==> src/rtl/l2d_pkg.sv <==
package l2d_pkg;
  typedef enum logic [1:0] {
    ACT_L2  = 2'd0,
    ACT_FWD = 2'd1,
    ACT_PE  = 2'd2,
    ACT_MEM = 2'd3
  } act_e;

  typedef enum logic [1:0] {
    LS_INV = 2'd0,
    LS_SHR = 2'd1,
    LS_EXC = 2'd2
  } lstate_e;
endpackage

==> src/rtl/l2d_dup_tags.sv <==
module l2d_dup_tags import l2d_pkg::*; #(
  parameter int NUM_CPU   = 8,
  parameter int ADDR_W    = 16,
  parameter int BANK_BITS = 2,
  parameter int DUP_SETS  = 4,
  localparam int CPU_W    = $clog2(NUM_CPU),
  localparam int IDX_W    = $clog2(DUP_SETS)
) (
  input  logic              clk,
  input  logic              rst_n,
  input  logic [ADDR_W-1:0] lk_addr,
  output logic              owner_vld,
  output logic [CPU_W-1:0]  owner_id,
  input  logic              upd_en,
  input  logic [CPU_W-1:0]  upd_cpu,
  input  logic [ADDR_W-1:0] upd_addr,
  input  logic              upd_excl,
  input  logic              ev_en,
  input  logic [CPU_W-1:0]  ev_cpu,
  input  logic [ADDR_W-1:0] ev_addr
);
  logic [ADDR_W-1:0] tag_q [NUM_CPU][DUP_SETS];
  lstate_e           st_q  [NUM_CPU][DUP_SETS];
  logic [NUM_CPU-1:0] excl_vec;
  logic [IDX_W-1:0]   lk_idx, upd_idx, ev_idx;

  assign lk_idx  = lk_addr[BANK_BITS +: IDX_W];
  assign upd_idx = upd_addr[BANK_BITS +: IDX_W];
  assign ev_idx  = ev_addr[BANK_BITS +: IDX_W];

  always_comb begin
    owner_vld = 1'b0;
    owner_id  = '0;
    for (int c = 0; c < NUM_CPU; c++) begin
      excl_vec[c] = (st_q[c][lk_idx] == LS_EXC) && (tag_q[c][lk_idx] == lk_addr);
      if (excl_vec[c]) begin
        owner_vld = 1'b1;
        owner_id  = CPU_W'(c);
      end
    end
  end

  always_ff @(posedge clk or negedge rst_n) begin
    if (!rst_n) begin
      for (int c = 0; c < NUM_CPU; c++)
        for (int s = 0; s < DUP_SETS; s++) begin
          tag_q[c][s] <= '0;
          st_q[c][s]  <= LS_INV;
        end
    end else begin
      for (int c = 0; c < NUM_CPU; c++)
        for (int s = 0; s < DUP_SETS; s++) begin
          // an eviction drops the evicting CPU's copy
          if (ev_en && ev_cpu == CPU_W'(c) && ev_idx == IDX_W'(s) && tag_q[c][s] == ev_addr)
            st_q[c][s] <= LS_INV;
          if (upd_en && upd_idx == IDX_W'(s)) begin
            if (upd_cpu == CPU_W'(c)) begin
              tag_q[c][s] <= upd_addr;
              st_q[c][s]  <= upd_excl ? LS_EXC : LS_SHR;
            end else if (tag_q[c][s] == upd_addr) begin
              if (upd_excl)                 st_q[c][s] <= LS_INV;
              else if (st_q[c][s] == LS_EXC) st_q[c][s] <= LS_SHR;
            end
          end
        end
    end
  end

  // no line ever has two exclusive L1 owners
  a_r3_single_owner: assert property (@(posedge clk) disable iff (!rst_n)
    $onehot0(excl_vec));
endmodule

==> src/rtl/l2d_line_dir.sv <==
module l2d_line_dir #(
  parameter int ADDR_W    = 16,
  parameter int BANK_BITS = 2,
  parameter int L2_SETS   = 16,
  parameter int RMT_SETS  = 8,
  localparam int L2_IW    = $clog2(L2_SETS),
  localparam int RM_IW    = $clog2(RMT_SETS)
) (
  input  logic              clk,
  input  logic              rst_n,
  input  logic [ADDR_W-1:0] lk_addr,
  output logic              l2_hit,
  output logic [1:0]        rmt_state,
  input  logic              ins_en,
  input  logic [ADDR_W-1:0] ins_addr,
  input  logic              rmt_en,
  input  logic [ADDR_W-1:0] rmt_addr,
  input  logic [1:0]        rmt_st
);
  logic              l2_vld_q [L2_SETS];
  logic [ADDR_W-1:0] l2_tag_q [L2_SETS];
  logic [ADDR_W-1:0] rm_tag_q [RMT_SETS];
  logic [1:0]        rm_st_q  [RMT_SETS];
  logic [L2_IW-1:0]  lk_l2, ins_idx;
  logic [RM_IW-1:0]  lk_rm, rm_idx;

  assign lk_l2   = lk_addr[BANK_BITS +: L2_IW];
  assign ins_idx = ins_addr[BANK_BITS +: L2_IW];
  assign lk_rm   = lk_addr[BANK_BITS +: RM_IW];
  assign rm_idx  = rmt_addr[BANK_BITS +: RM_IW];

  assign l2_hit    = l2_vld_q[lk_l2] && (l2_tag_q[lk_l2] == lk_addr);
  assign rmt_state = (rm_tag_q[lk_rm] == lk_addr) ? rm_st_q[lk_rm] : 2'b00;

  // victim-only install
  always_ff @(posedge clk or negedge rst_n) begin
    if (!rst_n) begin
      for (int s = 0; s < L2_SETS; s++) begin
        l2_vld_q[s] <= 1'b0;
        l2_tag_q[s] <= '0;
      end
    end else if (ins_en) begin
      l2_vld_q[ins_idx] <= 1'b1;
      l2_tag_q[ins_idx] <= ins_addr;
    end
  end

  always_ff @(posedge clk or negedge rst_n) begin
    if (!rst_n) begin
      for (int s = 0; s < RMT_SETS; s++) begin
        rm_tag_q[s] <= '0;
        rm_st_q[s]  <= 2'b00;
      end
    end else if (rmt_en) begin
      rm_tag_q[rm_idx] <= rmt_addr;
      rm_st_q[rm_idx]  <= rmt_st;
    end
  end

  a_r4_victim_install: assert property (@(posedge clk) disable iff (!rst_n)
    ins_en |=> (l2_vld_q[$past(ins_idx)] && l2_tag_q[$past(ins_idx)] == $past(ins_addr)));
endmodule

==> src/rtl/l2d_fwd_table.sv <==
module l2d_fwd_table #(
  parameter int ENTRIES = 4,
  parameter int ADDR_W  = 16
) (
  input  logic              clk,
  input  logic              rst_n,
  input  logic [ADDR_W-1:0] chk_addr,
  output logic              hit,
  output logic              full,
  input  logic              alloc_en,
  input  logic [ADDR_W-1:0] alloc_addr,
  input  logic              rel_en,
  input  logic [ADDR_W-1:0] rel_addr
);
  logic [ENTRIES-1:0] vld_q;
  logic [ADDR_W-1:0]  addr_q [ENTRIES];
  logic [ENTRIES-1:0] free_oh;
  logic               found;

  assign full = &vld_q;

  always_comb begin
    hit     = 1'b0;
    free_oh = '0;
    found   = 1'b0;
    for (int e = 0; e < ENTRIES; e++) begin
      if (vld_q[e] && addr_q[e] == chk_addr) hit = 1'b1;
      if (!vld_q[e] && !found) begin
        free_oh[e] = 1'b1;
        found      = 1'b1;
      end
    end
  end

  always_ff @(posedge clk or negedge rst_n) begin
    if (!rst_n) begin
      vld_q <= '0;
      for (int e = 0; e < ENTRIES; e++) addr_q[e] <= '0;
    end else begin
      for (int e = 0; e < ENTRIES; e++) begin
        if (rel_en && vld_q[e] && addr_q[e] == rel_addr) vld_q[e] <= 1'b0;
        if (alloc_en && free_oh[e]) begin
          vld_q[e]  <= 1'b1;
          addr_q[e] <= alloc_addr;
        end
      end
    end
  end

  a_r7_no_alloc_when_full: assert property (@(posedge clk) disable iff (!rst_n)
    alloc_en |-> !full);

  a_r6_no_realloc_pending: assert property (@(posedge clk) disable iff (!rst_n)
    alloc_en |-> !(hit && chk_addr == alloc_addr));

  for (genvar i = 0; i < ENTRIES; i++) begin : g_uniq_i
    for (genvar j = i + 1; j < ENTRIES; j++) begin : g_uniq_j
      a_r6_unique_line: assert property (@(posedge clk) disable iff (!rst_n)
        !(vld_q[i] && vld_q[j] && addr_q[i] == addr_q[j]));
    end
  end
endmodule

==> src/rtl/l2_bank_dispatch.sv <==
module l2_bank_dispatch import l2d_pkg::*; #(
  parameter int NUM_CPU   = 8,
  parameter int ADDR_W    = 16,
  parameter int BANK_BITS = 2,
  parameter int BANK_ID   = 0,
  parameter int L2_SETS   = 16,
  parameter int DUP_SETS  = 4,
  parameter int RMT_SETS  = 8,
  parameter int FWD_SLOTS = 4,
  localparam int CPU_W    = $clog2(NUM_CPU)
) (
  input  logic              clk,
  input  logic              rst_n,
  input  logic              req_valid,
  output logic              req_ready,
  input  logic [CPU_W-1:0]  req_cpu,
  input  logic [ADDR_W-1:0] req_addr,
  input  logic              req_excl,
  output logic              l2_valid,
  input  logic              l2_ready,
  output logic              fwd_valid,
  input  logic              fwd_ready,
  output logic              pe_valid,
  input  logic              pe_ready,
  output logic              mem_valid,
  input  logic              mem_ready,
  output logic [CPU_W-1:0]  act_cpu,
  output logic [ADDR_W-1:0] act_addr,
  output logic              act_excl,
  output logic [CPU_W-1:0]  fwd_target,
  input  logic              fwd_done,
  input  logic [ADDR_W-1:0] fwd_done_addr,
  input  logic              evict_valid,
  input  logic [CPU_W-1:0]  evict_cpu,
  input  logic [ADDR_W-1:0] evict_addr,
  input  logic              rmt_upd,
  input  logic [ADDR_W-1:0] rmt_upd_addr,
  input  logic [1:0]        rmt_upd_state,
  output logic              bank_err
);
  logic             owner_vld, l2_hit, fwd_hit, fwd_full;
  logic [CPU_W-1:0] owner_id;
  logic [1:0]       rmt_state;
  logic             in_bank, rm_conf, out_free, sel_ready, acc, acc_ok;
  act_e             dec_act;

  logic              out_vld_q, err_q, out_excl_q;
  act_e              out_act_q;
  logic [CPU_W-1:0]  out_cpu_q, out_own_q;
  logic [ADDR_W-1:0] out_addr_q;

  l2d_dup_tags #(.NUM_CPU(NUM_CPU), .ADDR_W(ADDR_W), .BANK_BITS(BANK_BITS),
                 .DUP_SETS(DUP_SETS)) u_dup (
    .clk(clk), .rst_n(rst_n), .lk_addr(req_addr),
    .owner_vld(owner_vld), .owner_id(owner_id),
    .upd_en(acc_ok && dec_act != ACT_PE), .upd_cpu(req_cpu),
    .upd_addr(req_addr), .upd_excl(req_excl),
    .ev_en(evict_valid), .ev_cpu(evict_cpu), .ev_addr(evict_addr));

  l2d_line_dir #(.ADDR_W(ADDR_W), .BANK_BITS(BANK_BITS), .L2_SETS(L2_SETS),
                 .RMT_SETS(RMT_SETS)) u_dir (
    .clk(clk), .rst_n(rst_n), .lk_addr(req_addr),
    .l2_hit(l2_hit), .rmt_state(rmt_state),
    .ins_en(evict_valid), .ins_addr(evict_addr),
    .rmt_en(rmt_upd), .rmt_addr(rmt_upd_addr), .rmt_st(rmt_upd_state));

  l2d_fwd_table #(.ENTRIES(FWD_SLOTS), .ADDR_W(ADDR_W)) u_fwd (
    .clk(clk), .rst_n(rst_n), .chk_addr(req_addr),
    .hit(fwd_hit), .full(fwd_full),
    .alloc_en(acc_ok && dec_act == ACT_FWD), .alloc_addr(req_addr),
    .rel_en(fwd_done), .rel_addr(fwd_done_addr));

  assign in_bank = (req_addr[BANK_BITS-1:0] == BANK_BITS'(BANK_ID));
  // exclusive remote copy clashes with anything, shared only with a write
  assign rm_conf = rmt_state[1] || (rmt_state == 2'b01 && req_excl);

  // service path priority
  always_comb begin
    if (rm_conf)                               dec_act = ACT_PE;
    else if (owner_vld && owner_id != req_cpu) dec_act = ACT_FWD;
    else if (l2_hit)                           dec_act = ACT_L2;
    else                                       dec_act = ACT_MEM;
  end

  always_comb begin
    case (out_act_q)
      ACT_L2:  sel_ready = l2_ready;
      ACT_FWD: sel_ready = fwd_ready;
      ACT_PE:  sel_ready = pe_ready;
      default: sel_ready = mem_ready;
    endcase
  end

  assign out_free  = !out_vld_q || sel_ready;
  assign req_ready = !in_bank ||
                     (out_free && !fwd_hit && !(dec_act == ACT_FWD && fwd_full));
  assign acc    = req_valid && req_ready;
  assign acc_ok = acc && in_bank;

  always_ff @(posedge clk or negedge rst_n) begin
    if (!rst_n) begin
      out_vld_q  <= 1'b0;
      out_act_q  <= ACT_L2;
      out_cpu_q  <= '0;
      out_addr_q <= '0;
      out_excl_q <= 1'b0;
      out_own_q  <= '0;
      err_q      <= 1'b0;
    end else begin
      err_q <= acc && !in_bank;
      if (acc_ok) begin
        out_vld_q  <= 1'b1;
        out_act_q  <= dec_act;
        out_cpu_q  <= req_cpu;
        out_addr_q <= req_addr;
        out_excl_q <= req_excl;
        out_own_q  <= owner_id;
      end else if (sel_ready) begin
        out_vld_q <= 1'b0;
      end
    end
  end

  assign l2_valid   = out_vld_q && out_act_q == ACT_L2;
  assign fwd_valid  = out_vld_q && out_act_q == ACT_FWD;
  assign pe_valid   = out_vld_q && out_act_q == ACT_PE;
  assign mem_valid  = out_vld_q && out_act_q == ACT_MEM;
  assign act_cpu    = out_cpu_q;
  assign act_addr   = out_addr_q;
  assign act_excl   = out_excl_q;
  assign fwd_target = out_own_q;
  assign bank_err   = err_q;

  a_r10_hold_action: assert property (@(posedge clk) disable iff (!rst_n)
    (out_vld_q && !sel_ready) |=> (out_vld_q && $stable(out_act_q) &&
                                   $stable(out_addr_q) && $stable(out_cpu_q)));

  a_r8_err_after_foreign: assert property (@(posedge clk) disable iff (!rst_n)
    (req_valid && req_ready && !in_bank) |=> bank_err);

  a_r9_action_follows: assert property (@(posedge clk) disable iff (!rst_n)
    acc_ok |=> ((l2_valid || fwd_valid || pe_valid || mem_valid) &&
                act_addr == $past(req_addr) && act_cpu == $past(req_cpu)));
endmodule

==> config.mk <==
export PLATFORM = sky130hd
export DESIGN_NAME = l2_bank_dispatch
export DESIGN_NICKNAME = d
export VERILOG_FILES = /design/src/rtl/l2d_pkg.sv /design/src/rtl/l2d_dup_tags.sv /design/src/rtl/l2d_line_dir.sv /design/src/rtl/l2d_fwd_table.sv /design/src/rtl/l2_bank_dispatch.sv
export SDC_FILE = /design/constraint.sdc
export NUM_CORES = 2
export LEC_CHECK = 0
export ABC_AREA = 0
export BUFFER_PORTS_ARGS = -buffer_cell sky130_fd_sc_hd__buf_2
export CAP_MARGIN = 0
export CORE_MARGIN = 1.5
export CORE_UTILIZATION = 30
export DETAILED_ROUTE_END_ITERATION = 8
export PLACE_DENSITY_LB_ADDON = 0.25
export SYNTH_ARGS = -nofsm -noshare
export SYNTH_HDL_FRONTEND = slang
export SYNTH_HIERARCHICAL = 1
export SYNTH_SLANG_ARGS = --single-unit
==> constraint.sdc <==
create_clock -name clk -period 8.25 [get_ports clk]
set_clock_uncertainty 0.1 [all_clocks]
set_input_delay 0.825 -clock clk [delete_from_list [all_inputs] [get_ports clk]]
set_output_delay 0.825 -clock clk [all_outputs]
set_load 0.02 [all_outputs]
==> results by group <==
Logic synthesis
  • Yosys top cell area share: 43.9%
  • Top cells by area, synth: dfrtp_1 (44%), mux2_2 (15%), xor2_1 (14%)
  • Synth cell types: 76
  • Register area share after synthesis: 43.9%
  • Cell count after synthesis: 5063
  • Post-synth top area cell: dfrtp_1
  • Mapped Avg Cell Area: 12.3 um2
  • YS warnings: 6
  • Synth cell count leaders: dfrtp_1 (1087), xor2_1 (970), mux2_2 (814)
  • Synth Net Count: 5146
  • EDFF count, synth: 0
  • Mapped cell area: 62000 um2
  • Synthesis-stage register bit count: 1087
  • Count leader, synth: dfrtp_1
  • Ys async rst share: 100%
  • Most used DFF post-synth: dfrtp_1

Run
  • Max-Cap Viols: 0

Global routing
  • First-pass GRT wire length: 316000 um
  • Largest net degree at the start of global routing: 175
  • GR Overflow Total: 0
  • Initial antenna violation count: 15
  • GRT Util Overall: 20.4%
  • Vias in the first global route: 42927

STA
  • Worst rel slew slack: 24.3%
  • RSZ-0062 raised after global routing: false
  • Worst-margin pin slew: 1.14 ns
  • Final Hold Viols: 0
  • Final-report setup violation count: 0
  • F_max: 155 MHz
  • Tmin final: 6.44 ns
  • Setup TNS: 0 ns
  • Fin. max-slew vios: 0
  • Period utilization: 78.1%

Clock network
  • Clock Sinks: 1087
  • Postcts setup bufs: 0
  • Clk slew on worst S/H paths: 0.06 ns
  • H-tree Lvls: 3
  • TritonCTS clock tree: done
  • CTS buffer count: 117
  • Clock latency on the worst-skew pair: 0.80 ns
  • CTS root buffer: clkbuf_16
  • Deepest clock path buffer count: 3

Worst hold path
  • Hold Path Class: input port to flip-flop

Setup path
  • Crit-path max FO: 73
  • Worst path slowest cell: nor4_1
  • Worst path depth: 16
  • CP endpoint: u_dup/tag_q[463]
  • Critical path's largest stage delay: 0.89 ns
  • RR Startpoint: u_dup/tag_q[198]
  • Reg-to-Reg End: u_dup/tag_q[463]
  • Worst Setup SP: req_addr[3]
  • Worst R2R Path Depth: 14
  • CP arrival: 6.98 ns
  • Worst setup SP type: input port
  • Critical path, cell by cell: buf_8, buf_12, mux4_2, xnor2_1, nand4_1, nor4_1, nor2_1, a221o_1, xor2_1, o311a_4, a2111oi_4, and2_1, and3_1, buf_4, nand2_1, mux2_2
  • Worst setup EP type: flip-flop
  • Crit path kind: input port to flip-flop
  • Worst path bufs/invs: 3
  • CP delay by family, top: simple AND/OR/NAND/NOR gates
  • Crit path required time: 8.79 ns
  • Flop-to-flop setup slack: 2.28 ns

Route
  • Final WL: 217000 um
  • DR WL/cell: 27.6 um
  • Post-DR vias/cell: 5.43
  • Detailed-route DRC error count: 0
  • Total number of vias: 42734
  • Met2 wire length: 99800 um
  • Initial DRC Count: 4044
  • Antenna viol nets, final: 0
  • DR pass1 iterations: 5
  • DR top layer: met5
  • Routed wl met3: 12400 um
  • M1 wire length: 97600 um

Placement
  • Post-DP HPWL: 140000 um
  • Gpl congestion: 0.889
  • PortBufs: 111
  • Post-DP Area: 65700 um2

Finish
  • Synth-to-Final Area Change: 12.9%
  • Share of layout cells above drive strength 1: 30.3%
  • Fillers: 20214
  • Fin area: 70000 um2
  • Final core occ: 34.2%
  • Layout Nets: 5158

Power and ir drop
  • VDD IR-drop max: 227 uV
  • Cell Int Power: 0.0107 W
  • Sequential Power Share: 43.9%
  • Static Leak: 31.2 nW
  • Clock Power Share: 39.3%
  • Net Sw Frac: 28.5%
  • Switching power: 0.00426 W
  • Pwr dens: 213 nW/um2
  • Combinational Power Share: 16.8%

Die
  • Rows: 166
  • Initial Utilization: 30.3%
  • Die span in x: 458 um
  • Die height: 458 um
  • Die area: 209000 um2
  • I/O Pins: 112
  • Core ar.: 205000 um2

Run status
  • Status: finished clean
placed cells by master, fill, tap and decap left out, types with 59 or more instances in the layout:
cell | netlist | final
nor2b_1 | 61 | 61
xnor2_1 | 269 | 269
or2_2 | 59 | 59
dfrtp_1 | 1087 | 1087
nor4_1 | 258 | 258
clkbuf_16 | 0 | 118
mux2_2 | 814 | 814
mux4_2 | 185 | 185
buf_2 | 86 | 80
o21ai_0 | 84 | 84
nand2b_1 | 82 | 82
nand2_1 | 90 | 90
xor2_1 | 970 | 970
a21oi_1 | 59 | 59
buf_4 | 11 | 169
nor2_1 | 86 | 75
nand4_1 | 128 | 128
final cells by class:
| type | count | area [um2] | share of cell area [%] |
|---|---|---|---|
| Multi-Input combinational cell | 3590 | 33100 | 47.3 |
| Sequential cell | 1087 | 27200 | 38.8 |
| Tap cell | 2688 | 3360 | 4.80 |
| Clock buffer | 156 | 3360 | 4.79 |
| Timing Repair Buffer | 268 | 2010 | 2.87 |
| Clock inverter | 64 | 948 | 1.35 |
| Inverter | 11 | 41.3 | 0.0590 |
| Antenna cell | 8 | 20.0 | 0.0286 |
power by group through the flow:
| stage | Combinational [W] | Sequential (W) | Clock (W) |
|---|---|---|---|
| 6_report | 0.00251 | 0.00656 | 0.00587 |
| 4_1_cts | 0.00252 | 0.00654 | 0.00602 |
| 2_1_floorplan | 0.00178 | 0.00643 | 0 |
| 3_3_place_gp | 0.00247 | 0.00662 | 0 |
| 5_1_grt | 0.00270 | 0.00662 | 0.00623 |
| 3_5_place_dp | 0.00251 | 0.00663 | 0 |
stage by stage:
step	hold slack [ns]	cells	worst slack (ns)	total power [W]
finish	0.198	7872	1.81	0.0149
global route	0.166	7869	1.64	0.0156
CTS	0.144	7864	1.94	0.0151
detailed placement	0.343	7643	1.11	0.00914
global placement	0.342	7643	1.12	0.00908
floorplan	0.325	5063	2.06	0.00821
kinds of logic (layout without fill, tap and decap cells):
kind of cell	Yosys count	in the layout	synth area share [%]
flip-flops	1087	1087	43.9
AND/OR/NAND/NOR	1009	1009	9.64
AO/OA/AOI/OAI	244	244	2.54
multiplexers	1096	1096	23.5
XOR/XNOR	1241	1241	17.5
buffers and inverters	386	499	2.89
other	0	8	0
metal layers:
layer,vias up,global-route usage (%)
met5,-,0
met4,4,6.75
met3,358,2.80
met2,1495,32.2
met1,22789,28.7
li1,18088,-
worst min path at each step:
stage	end	from	cells after the start	slack, ns
after CTS	bank_err	req_valid	2	0.14
after detailed placement	u_dir/rm_tag_q[52]	u_dir/rm_tag_q[52]	1	0.34
after global routing	bank_err	req_valid	2	0.17
after floorplan	u_dir/l2_tag_q[117]	u_dir/l2_tag_q[117]	1	0.33
final	bank_err	req_valid	2	0.20
after global placement	u_dir/l2_tag_q[117]	u_dir/l2_tag_q[117]	1	0.34
state kept, by name, indices dropped and copies added, names as in the netlist:
register,count
fwd_target,3
bank_err,1
out_vld_q,1
out_act_q,2
act_cpu,3
u_dup/tag_q,512
act_addr,16
u_dup/st_q,64
u_dir/l2_vld_q,16
act_excl,1
u_dir/rm_st_q,16
u_fwd/vld_q,4
u_dir/rm_tag_q,128
u_fwd/addr_q,64
u_dir/l2_tag_q,256
timing repair:
action | 4_1_cts | 5_1_grt
hold buffers | 1 | 0
gates resized for setup | 0 | 0
hold endpoints to repair | 67 | 0
worst reg2reg max path: stages (launching register included):
cell and delay [ns]:
dfrtp_1 0.47, mux4_2 0.52, xnor2_1 0.18, nand4_1 0.12
nor4_1 0.89, nor2_1 0.13, a221o_1 0.38, xor2_1 0.16
o311a_4 0.43, a2111oi_4 0.37, and2_1 0.31, and3_1 0.33
buf_4 0.38, nand2_1 0.58, mux2_2 0.50
Note: power is estimated with default switching activity, not from simulation.
